<file path="src/rtl/gir_pkg.sv">
package gir_pkg;
  typedef enum logic [1:0] {
    TRIG_LEVEL  = 2'd0,
    TRIG_SINGLE = 2'd1,
    TRIG_BOTH   = 2'd2
  } trig_mode_e;

  // dual-edge wins over single-edge, single-edge wins over level
  function automatic trig_mode_e pick_mode(input logic dual, input logic single);
    if (dual)        return TRIG_BOTH;
    else if (single) return TRIG_SINGLE;
    else             return TRIG_LEVEL;
  endfunction
endpackage

</file>
<file path="src/rtl/gir_sync.sv">
module gir_sync #(
  parameter int W      = 62,
  parameter int STAGES = 2
) (
  input  logic         clk,
  input  logic         rst,
  input  logic [W-1:0] d,
  output logic [W-1:0] q
);
  logic [W-1:0] chain [STAGES];

  always_ff @(posedge clk) begin
    if (rst) begin
      for (int s = 0; s < STAGES; s++) chain[s] <= '0;
    end else begin
      chain[0] <= d;
      for (int s = 1; s < STAGES; s++) chain[s] <= chain[s-1];
    end
  end

  assign q = chain[STAGES-1];
endmodule

</file>
<file path="src/rtl/gir_regs.sv">
module gir_regs #(
  parameter int N_LINES = 8,
  parameter int SEL_W   = 7,
  parameter int ADDR_W  = 5,
  parameter int DATA_W  = 32
) (
  input  logic                            clk,
  input  logic                            rst,
  input  logic [ADDR_W-1:0]               reg_addr,
  input  logic [DATA_W-1:0]               reg_wdata,
  input  logic                            reg_we,
  output logic [DATA_W-1:0]               reg_rdata,
  output logic [N_LINES-1:0]              pol,
  output logic [N_LINES-1:0]              single,
  output logic [N_LINES-1:0]              dual,
  output logic                            en,
  output logic [N_LINES-1:0][SEL_W-1:0]   sel,
  output logic [N_LINES-1:0][SEL_W-1:0]   sel_new,
  output logic [N_LINES-1:0]              sel_load
);
  localparam int IDX_W      = ADDR_W - 2;
  localparam int POL_LSB    = 0;
  localparam int SINGLE_LSB = 8;
  localparam int DUAL_LSB   = 16;
  localparam int EN_BIT     = 31;
  localparam int ODD_LSB    = 16;
  localparam int N_SEL_REGS = (N_LINES + 1) / 2;

  logic [IDX_W-1:0] idx;
  logic             ctrl_wr;
  logic [DATA_W-1:0] rd_word;

  assign idx     = reg_addr[ADDR_W-1:2];
  assign ctrl_wr = reg_we && (idx == '0);

  always_ff @(posedge clk) begin
    if (rst) begin
      pol    <= '0;
      single <= '0;
      dual   <= '0;
      en     <= 1'b0;
    end else if (ctrl_wr) begin
      pol    <= reg_wdata[POL_LSB +: N_LINES];
      single <= reg_wdata[SINGLE_LSB +: N_LINES];
      dual   <= reg_wdata[DUAL_LSB +: N_LINES];
      en     <= reg_wdata[EN_BIT];
    end
  end

  for (genvar n = 0; n < N_LINES; n++) begin : g_sel
    localparam int LSB = (n % 2 == 1) ? ODD_LSB : 0;
    assign sel_load[n] = reg_we && (idx == IDX_W'(1 + n / 2));
    assign sel_new[n]  = reg_wdata[LSB +: SEL_W];

    always_ff @(posedge clk) begin
      if (rst)              sel[n] <= '0;
      else if (sel_load[n]) sel[n] <= sel_new[n];
    end
  end

  always_comb begin
    rd_word = '0;
    if (idx == '0) begin
      rd_word[POL_LSB +: N_LINES]    = pol;
      rd_word[SINGLE_LSB +: N_LINES] = single;
      rd_word[DUAL_LSB +: N_LINES]   = dual;
      rd_word[EN_BIT]                = en;
    end
    for (int n = 0; n < N_LINES; n++) begin
      if (idx == IDX_W'(1 + n / 2)) begin
        if (n % 2 == 1) rd_word[ODD_LSB +: SEL_W] = sel[n];
        else            rd_word[0 +: SEL_W]       = sel[n];
      end
    end
  end

  always_ff @(posedge clk) begin
    if (rst) reg_rdata <= '0;
    else     reg_rdata <= rd_word;
  end

  a_r2_resv_zero: assert property (@(posedge clk) disable iff (rst)
    (idx == '0) |=> (reg_rdata[30:24] == '0));

  a_r3_sel_pad_zero: assert property (@(posedge clk) disable iff (rst)
    ((idx >= IDX_W'(1)) && (idx <= IDX_W'(N_SEL_REGS))) |=>
      (reg_rdata[DATA_W-1:ODD_LSB+SEL_W] == '0) && (reg_rdata[ODD_LSB-1:SEL_W] == '0));
endmodule

</file>
<file path="src/rtl/gir_line.sv">
module gir_line
  import gir_pkg::*;
#(
  parameter int N_GPIO = 62,
  parameter int SEL_W  = 7
) (
  input  logic              clk,
  input  logic              rst,
  input  logic [N_GPIO-1:0] pins_sync,
  input  logic [SEL_W-1:0]  sel,
  input  logic [SEL_W-1:0]  sel_new,
  input  logic              sel_load,
  input  logic              en,
  input  logic              pol,
  input  logic              single,
  input  logic              dual,
  output logic              irq
);
  localparam int PAD = 1 << SEL_W;

  logic [PAD-1:0] padded;
  logic           valid;
  logic           cur;
  logic           prev;
  logic           rise;
  logic           trig;
  trig_mode_e     mode;

  // codes beyond the last pin land on zero padding
  assign padded = PAD'(pins_sync);
  assign valid  = (int'(sel) < N_GPIO);
  assign cur    = padded[sel];
  assign rise   = cur & ~prev;
  assign mode   = pick_mode(dual, single);

  always_comb begin
    unique case (mode)
      TRIG_BOTH:   trig = cur ^ prev;
      TRIG_SINGLE: trig = pol ? (prev & ~cur) : rise;
      default:     trig = cur ^ pol;
    endcase
  end

  // a new source reloads the history so the switch itself is no edge
  always_ff @(posedge clk) begin
    if (rst)           prev <= 1'b0;
    else if (sel_load) prev <= padded[sel_new];
    else               prev <= cur;
  end

  always_ff @(posedge clk) begin
    if (rst) irq <= 1'b0;
    else     irq <= en & valid & trig;
  end

  a_r4_disabled_quiet: assert property (@(posedge clk) disable iff (rst)
    !en |=> !irq);

  a_r8_bad_code_quiet: assert property (@(posedge clk) disable iff (rst)
    !valid |=> !irq);

  a_r6_rise_once: assert property (@(posedge clk) disable iff (rst)
    (rise && !sel_load) |=> !rise);
endmodule

</file>
<file path="src/rtl/gpio_irq_router.sv">
module gpio_irq_router #(
  parameter int N_GPIO  = 62,
  parameter int N_LINES = 8,
  parameter int SEL_W   = 7,
  parameter int ADDR_W  = 5,
  parameter int DATA_W  = 32,
  parameter int SYNC_N  = 2
) (
  input  logic               clk,
  input  logic               rst,
  input  logic [ADDR_W-1:0]  reg_addr,
  input  logic [DATA_W-1:0]  reg_wdata,
  input  logic               reg_we,
  output logic [DATA_W-1:0]  reg_rdata,
  input  logic [N_GPIO-1:0]  gpio_in,
  output logic [N_LINES-1:0] irq_out
);
  logic [N_LINES-1:0]            pol, single, dual, sel_load;
  logic                          en;
  logic [N_LINES-1:0][SEL_W-1:0] sel, sel_new;
  logic [N_GPIO-1:0]             pins_sync;

  gir_regs #(
    .N_LINES(N_LINES), .SEL_W(SEL_W), .ADDR_W(ADDR_W), .DATA_W(DATA_W)
  ) u_regs (
    .clk(clk), .rst(rst),
    .reg_addr(reg_addr), .reg_wdata(reg_wdata), .reg_we(reg_we),
    .reg_rdata(reg_rdata),
    .pol(pol), .single(single), .dual(dual), .en(en),
    .sel(sel), .sel_new(sel_new), .sel_load(sel_load)
  );

  gir_sync #(.W(N_GPIO), .STAGES(SYNC_N)) u_sync (
    .clk(clk), .rst(rst), .d(gpio_in), .q(pins_sync)
  );

  for (genvar n = 0; n < N_LINES; n++) begin : g_line
    gir_line #(.N_GPIO(N_GPIO), .SEL_W(SEL_W)) u_line (
      .clk(clk), .rst(rst),
      .pins_sync(pins_sync),
      .sel(sel[n]), .sel_new(sel_new[n]), .sel_load(sel_load[n]),
      .en(en), .pol(pol[n]), .single(single[n]), .dual(dual[n]),
      .irq(irq_out[n])
    );
  end
endmodule

</file>
<file path="config.mk">
export PLATFORM = sky130hd
export DESIGN_NAME = gpio_irq_router
export DESIGN_NICKNAME = d
export VERILOG_FILES = /design/src/rtl/gir_pkg.sv /design/src/rtl/gir_sync.sv /design/src/rtl/gir_regs.sv /design/src/rtl/gir_line.sv /design/src/rtl/gpio_irq_router.sv
export SDC_FILE = /design/constraint.sdc
export NUM_CORES = 1
export LEC_CHECK = 0
export BUFFER_PORTS_ARGS = -buffer_cell sky130_fd_sc_hd__clkbuf_2
export CORE_MARGIN = 1.5
export CORE_UTILIZATION = 40
export CTS_CLUSTER_DIAMETER = 80
export CTS_CLUSTER_SIZE = 14
export DETAILED_ROUTE_END_ITERATION = 8
export PLACE_DENSITY = 0.56
export SYNTH_ARGS = -nofsm -noshare
export SYNTH_HDL_FRONTEND = slang
export SYNTH_SLANG_ARGS = --single-unit
</file>
<file path="constraint.sdc">
create_clock -name clk -period 2.9 [get_ports clk]
set_input_delay 0.435 -clock clk [delete_from_list [all_inputs] [get_ports clk]]
set_output_delay 0.435 -clock clk [all_outputs]
set_load 0.03 [all_outputs]
</file>
Word level (Yosys, flattened, before mapping)
Memories as Yosys holds them, arrays and structs flattened.
Cells that the tools add are included.
W data, S select, Z words.
{"block": "totals", "elab_cells": 218, "out_inout_bits": 40, "memories": 1, "latchBits": 0, "ramBits": 124, "reg_bits": 129, "rom_bits": 0, "input_bits": 102}
{"name": "u_sync.chain", "depth": 2, "word_bits": 62, "read_ports": 2, "rd_clocked_by_memory_dff": 0, "wr": 2, "line": "gir_sync.sv:10", "source": "logic [W-1:0] chain [STAGES];"}
{"block": "classes", "mul": 0, "reduce_logical": 7, "n_mux": 74, "div": 0, "n_lt_le_gt_ge": 18, "shift": 0, "n_eq_ne": 20, "addsub": 0, "bitwise": 67}
{"op": "$mux W62", "n": 2}
{"op": "$lt A7 B8 Y1 const B", "n": 10}
{"op": "$bmux W1 S7", "n": 10}
{"op": "$lt A7 B6 Y1 const B", "n": 8}
{"op": "$mux W7", "n": 8}
{"op": "$mux W1", "n": 37}
{"op": "$and A1 B1 Y1", "n": 32}
{"op": "$mux W24", "n": 1}
{"op": "$not A1 Y1", "n": 17}
{"op": "$eq A2 B1 Y1 const B", "n": 8}
{"op": "$eq A2 B2 Y1 const B", "n": 8}
{"op": "$mux W2", "n": 8}
{"op": "$pmux W1 S2", "n": 8}
{"op": "$xor A1 B1 Y1", "n": 16}
{"op": "$eq A3 B2 Y1 const B", "n": 2}
{"op": "$logic_and A1 B1 Y1", "n": 5}
{"op": "$eq A3 B1 Y1 const B", "n": 1}
{"op": "$eq A3 B3 Y1 const B", "n": 1}
{"op": "$logic_not A3 Y1", "n": 1}
{"op": "$or A1 B1 Y1", "n": 2}
{"op": "$reduce_or A2 Y1", "n": 1}

Longest topological paths before layout
An unclocked memory read counts as a cell.
{"block": "depth", "depth_word": 8, "ltp_mapped": 8, "ltp_nobuf": 6}

Modules after synthesis
A second synthesis with hierarchy kept.
{"block": "hier_totals", "cells_unflattened": 1743, "area_unflattened_um2": 18555.3}
{"mod": "gir_line (g_line[2].u_line ...)", "cells_each": 112, "instances": 6, "seq_area_each_um2": 40.0, "area_per_inst_um2": 1278.7}
{"mod": "gir_regs", "cells_each": 550, "instances": 1, "seq_area_each_um2": 2122.0, "area_per_inst_um2": 4611.9}
{"mod": "gir_sync", "cells_each": 323, "instances": 1, "seq_area_each_um2": 2482.4, "area_per_inst_um2": 3806.2}
{"mod": "gir_line (g_line[0].u_line ...)", "cells_each": 99, "instances": 2, "seq_area_each_um2": 40.0, "area_per_inst_um2": 1232.4}

Worst setup path after synthesis
No wires, ideal clock.
{"block": "synth_timing", "kind": "reg2reg", "startpoint": "register u_regs.sel[21] in the netlist's numbering", "endpoint": "register g_line[3].u_line.irq", "required_ps": 2784, "arrival_time_ps": 2531, "path_buffers": 2, "synth_period_minus_slack_ps": 2647, "setup_ps": 116, "stages_incl_launch_ff": 8, "slack_ps": 253, "path_cell_list": "dfxtp_1 > buf_2 > buf_2 > mux4_2 > mux4_2 > a22o_1 > or3_1 > and3_1"}
{"block": "synth_via", "elab_chain_len": 7, "word_cells_on_any_way": 12, "cone_classes": "order compare (1); mux (4); bitwise (7)"}
{"element": "from (decl)", "line": "gir_regs.sv:17", "source": "output logic [N_LINES-1:0][SEL_W-1:0] sel,"}
{"element": "from (signal, indexed assignment)", "line": "gir_regs.sv:57", "source": "else if (sel_load[n]) sel[n] <= sel_new[n];"}
{"element": "$bmux W1 S7", "line": "gir_line.sv:32", "source": "assign cur = padded[sel];"}
{"element": "$mux W1 (implied by the code)", "line": "gir_line.sv:32"}
{"element": "$not A1 Y1", "line": "gir_line.sv:39", "source": "TRIG_SINGLE: trig = pol ? (prev & ~cur) : rise;"}
{"element": "$and A1 B1 Y1", "line": "gir_line.sv:39"}
{"element": "$mux W1", "line": "gir_line.sv:39"}
{"element": "$pmux W1 S2", "line": "gir_line.sv:37", "source": "unique case (mode)"}
{"element": "$and A1 B1 Y1 *", "line": "gir_line.sv:53", "source": "else irq <= en & valid & trig;"}
{"element": "to (signal assigned)", "line": "gir_line.sv:53"}
{"element": "to (decl)", "line": "gir_line.sv:17", "source": "output logic irq"}
Every way passes the cells marked *; elsewhere a longest branch is shown, timed or not. The select of a mux whose other input is x is not followed.
A chain may end at the register's enable or synchronous reset.

Worst setup path after layout
{"block": "layout_timing", "startpoint": "register u_regs.sel[37] in the netlist's numbering", "endpoint": "register g_line[5].u_line.irq"}
{"block": "layout_via", "elab_chain_len": 7, "word_cells_on_any_way": 12, "cone_classes": "order compare (1); mux (4); bitwise (7)"}
{"element": "$bmux W1 S7", "line": "gir_line.sv:32"}
{"element": "$mux W1 (implied by the code)", "line": "gir_line.sv:32"}
{"element": "$not A1 Y1", "line": "gir_line.sv:39"}
{"element": "$and A1 B1 Y1", "line": "gir_line.sv:39"}
{"element": "$mux W1", "line": "gir_line.sv:39"}
{"element": "$pmux W1 S2", "line": "gir_line.sv:37"}
{"element": "$and A1 B1 Y1 *", "line": "gir_line.sv:53"}
{"element": "to (signal assigned)", "line": "gir_line.sv:53"}
{"element": "to (decl)", "line": "gir_line.sv:17"}
Marked as above.

==> results.sh <==
export IMPL_outcome="completed"
export IMPL_synth_top_area_share_pct=35.66
export IMPL_grt_first_pass_wirelength_mm=68.89
export IMPL_synth_cell_types=57
export IMPL_ys_seq_area_share_pct=35.66
export IMPL_clock_sinks=246
export IMPL_post_cts_buffers=0
export IMPL_ir_drop_mv=0.3675
export IMPL_final_cell_mix="dfxtp_1 (245), nand2_1 (216), mux4_2 (141)"
export IMPL_syn_inst=1366
export IMPL_tightest_slew_ns=0.7998
export IMPL_ios=142
export IMPL_dp_cells=1915
export IMPL_coreArea_um2=33780
export IMPL_crit_slowest_cell="dfxtp_1"
export IMPL_timing_max_cap_violations=0
export IMPL_nets=1592
export IMPL_layout_commonest_cell="dfxtp_1"
export IMPL_dr_pass1_iters=5
export IMPL_critPathCaptureType="flip-flop"
export IMPL_syn_to_final_growth_pct=15.06
export IMPL_cp_max_fo=8
export IMPL_die_width_um=188.8
export IMPL_first_global_vias=11000
export IMPL_rows=67
export IMPL_ys_seq_elements=246
export IMPL_total_power_mw=7.162
export IMPL_cts_max_level=1
export IMPL_critPathKind="flip-flop to flip-flop"
export IMPL_fmax_mhz=350.4
export IMPL_crit_chain="inv_1 > mux2i_1 > a221oi_2 > a311oi_2 > buf_4 > or3_1 > a2111oi_0"
export IMPL_numCtsBuffers=21
export IMPL_syn_area_um2=13810
export IMPL_clk_pin_slew_ns=0.07
export IMPL_cts_tree="yes"
export IMPL_synthFlopType="dfxtp_1"
export IMPL_synth_edff_count=0
export IMPL_grt_ovfl_total=0
export IMPL_finClkSkew_ns=0.02154
export IMPL_cts_buffer_depth=3
export IMPL_vias=11570
export IMPL_setup_viol=0
export IMPL_drc_errors=0
export IMPL_ctsHoldBuffers=0
export IMPL_slowest_delay_ns=0.64
export IMPL_ys_warnings_count=0
export IMPL_grt_max_degree=114
export IMPL_antenna_found_initial=0
export IMPL_arrival_ns=3.24
export IMPL_wl_per_cell_um=23.53
export IMPL_die_h_um=188.8
export IMPL_fin_cells=1940
export IMPL_final_layout_size_suffix_gt1_share_pct=29.16
export IMPL_hold_path_class="input pin to flip-flop"
export IMPL_syn_area_per_cell_um2=10.11
export IMPL_gp_congestion=0.9391
export IMPL_relSlewSlack_pct=45.84
export IMPL_synth_top_area_cell="dfxtp_1"
export IMPL_rsz0062_at_grt="false"
export IMPL_period_minus_slack_ns=2.854
export IMPL_viasPerCell=5.965
export IMPL_ctsRootBufferMaster="clkbuf_16"
export IMPL_port_buffers=125
export IMPL_fin_util_pct=47.04
export IMPL_netlist_top_cells_area="dfxtp_1 (36%), mux4_2 (23%), nor2b_1 (6.3%), nand2_1 (5.9%), a21oi_1 (3.5%)"
export IMPL_finalCritPeriodShare_pct=98.40
export IMPL_wl_mm=45.64
export IMPL_insertion_delay_ns=0.53
export IMPL_p_leak_nw=5.699
export IMPL_grt_util_all_layers_pct=25.46
export IMPL_slew_viol_final=0
export IMPL_cp_start_kind="flip-flop"
export IMPL_drt_iter0_markers=1416
export IMPL_p_per_area_nw_per_um2=450.7
export IMPL_hold_viol_final=0
export IMPL_required_ns=3.29
export IMPL_antennaDiodeCount=0
export IMPL_ant_nets=0
export IMPL_async_reset_ff_share_pct=0
export IMPL_initial_core_util_pct=40.88
export IMPL_dp_hpwl_mm=33.42
export IMPL_dieArea_um2=35650
synth_stat cells (all sizes together) (4+ instances only):
cell type	n
nor2	44
o21bai	4
clkbuf	95
nor4	5
nand2	216
mux2i	47
o221ai	5
inv	27
or3	4
nand3	14
mux2	25
nand2b	7
mux4	153
a222oi	4
a221oi	10
nor3	7
and3	6
a2111oi	4
or2	5
nand3b	4
a311oi	4
and2	18
o22ai	5
o211ai	19
nand4	5
buf	47
dfxtp	246
nor2b	138
o21ai	41
a22oi	26
a21oi	96
what timing repair did:
item	CTS	global route
resized for setup	1	4
hold endpoints to repair	0	0
cloned	0	0
endpoints found under the setup margin	1	2
power by group:
group | internal [mW] | total (mW) | switching (mW)
logic | 0.439 | 0.932 | 0.494
registers | 3.49 | 3.62 | 0.123
clock network | 1.38 | 2.61 | 1.23
total | 5.32 | 7.16 | 1.84
critical path: cells and delay by family, from the launching register on:
kind	cells	cell delay, ns
compound gates	3	1.07
simple gates	1	0.33
flops	1	0.64
mux	1	0.19
buf+inv	2	0.49
routing by layer:
metal  GRT usage [%]  wire length, µm
met1           34.12            18980
met2           39.52            20220
met3           6.165             4473
met4           10.20             1964
met5               0                0
final timing paths:
| kind | cells after the start | startpoint | slack [ns] | to |
|---|---|---|---|---|
| max reg2reg | 7 | u_regs.sel[37] | 0.05 | g_line[5].u_line.irq |
| min | 2 | gpio_in[59] | 0.11 | u_sync.chain[0][59] |
| max | 7 | u_regs.sel[37] | 0.05 | g_line[5].u_line.irq |
| min reg2reg | 1 | u_sync.chain[0][16] | 0.43 | u_sync.chain[0][78] |
logic make-up after synthesis:
| family | share of synthesized area, % |
|---|---|
| other | 0.02715 |
| muxes | 30.72 |
| and+or+nand+nor | 17.04 |
| buffers and inverters | 5.390 |
| AOI/OAI and AO/OA | 11.17 |
| DFF | 35.66 |
sequential cells by signal, indices dropped and copies added (netlist names), 8 cells and up:
signal,count
u_sync.chain,124
u_regs.sel,56
u_regs.reg_rdata,25
g_line.u_line.irq,8
g_line.u_line.prev,8
u_regs.dual,8
u_regs.pol,8
u_regs.single,8
stage by stage:
stage	area, µm²	TNS [ns]	worst slack (ns)	hold WS (ns)
finish	15890	0	0.04633	0.1149
global route	15890	0	0.02120	0.1083
CTS	15880	0	0.02405	0.09563
detailed placement	15300	-0.08121	-0.08121	0.4204
global placement	15300	0	0.02423	0.4221
floorplan	13830	0	0.2534	0.4138
cell type report:
cell class / count / area [µm²]
Timing Repair Buffer: 237 / 1548
Clock buffer: 23 / 533.0
Sequential cell: 246 / 4926
Inverter: 27 / 101.3
Multi-Input combinational cell: 957 / 8184
Fill cell: 3166 / 17890
Clock inverter: 2 / 38.79
Tap cell: 448 / 560.5
Power figures use the tool's default switching activity.
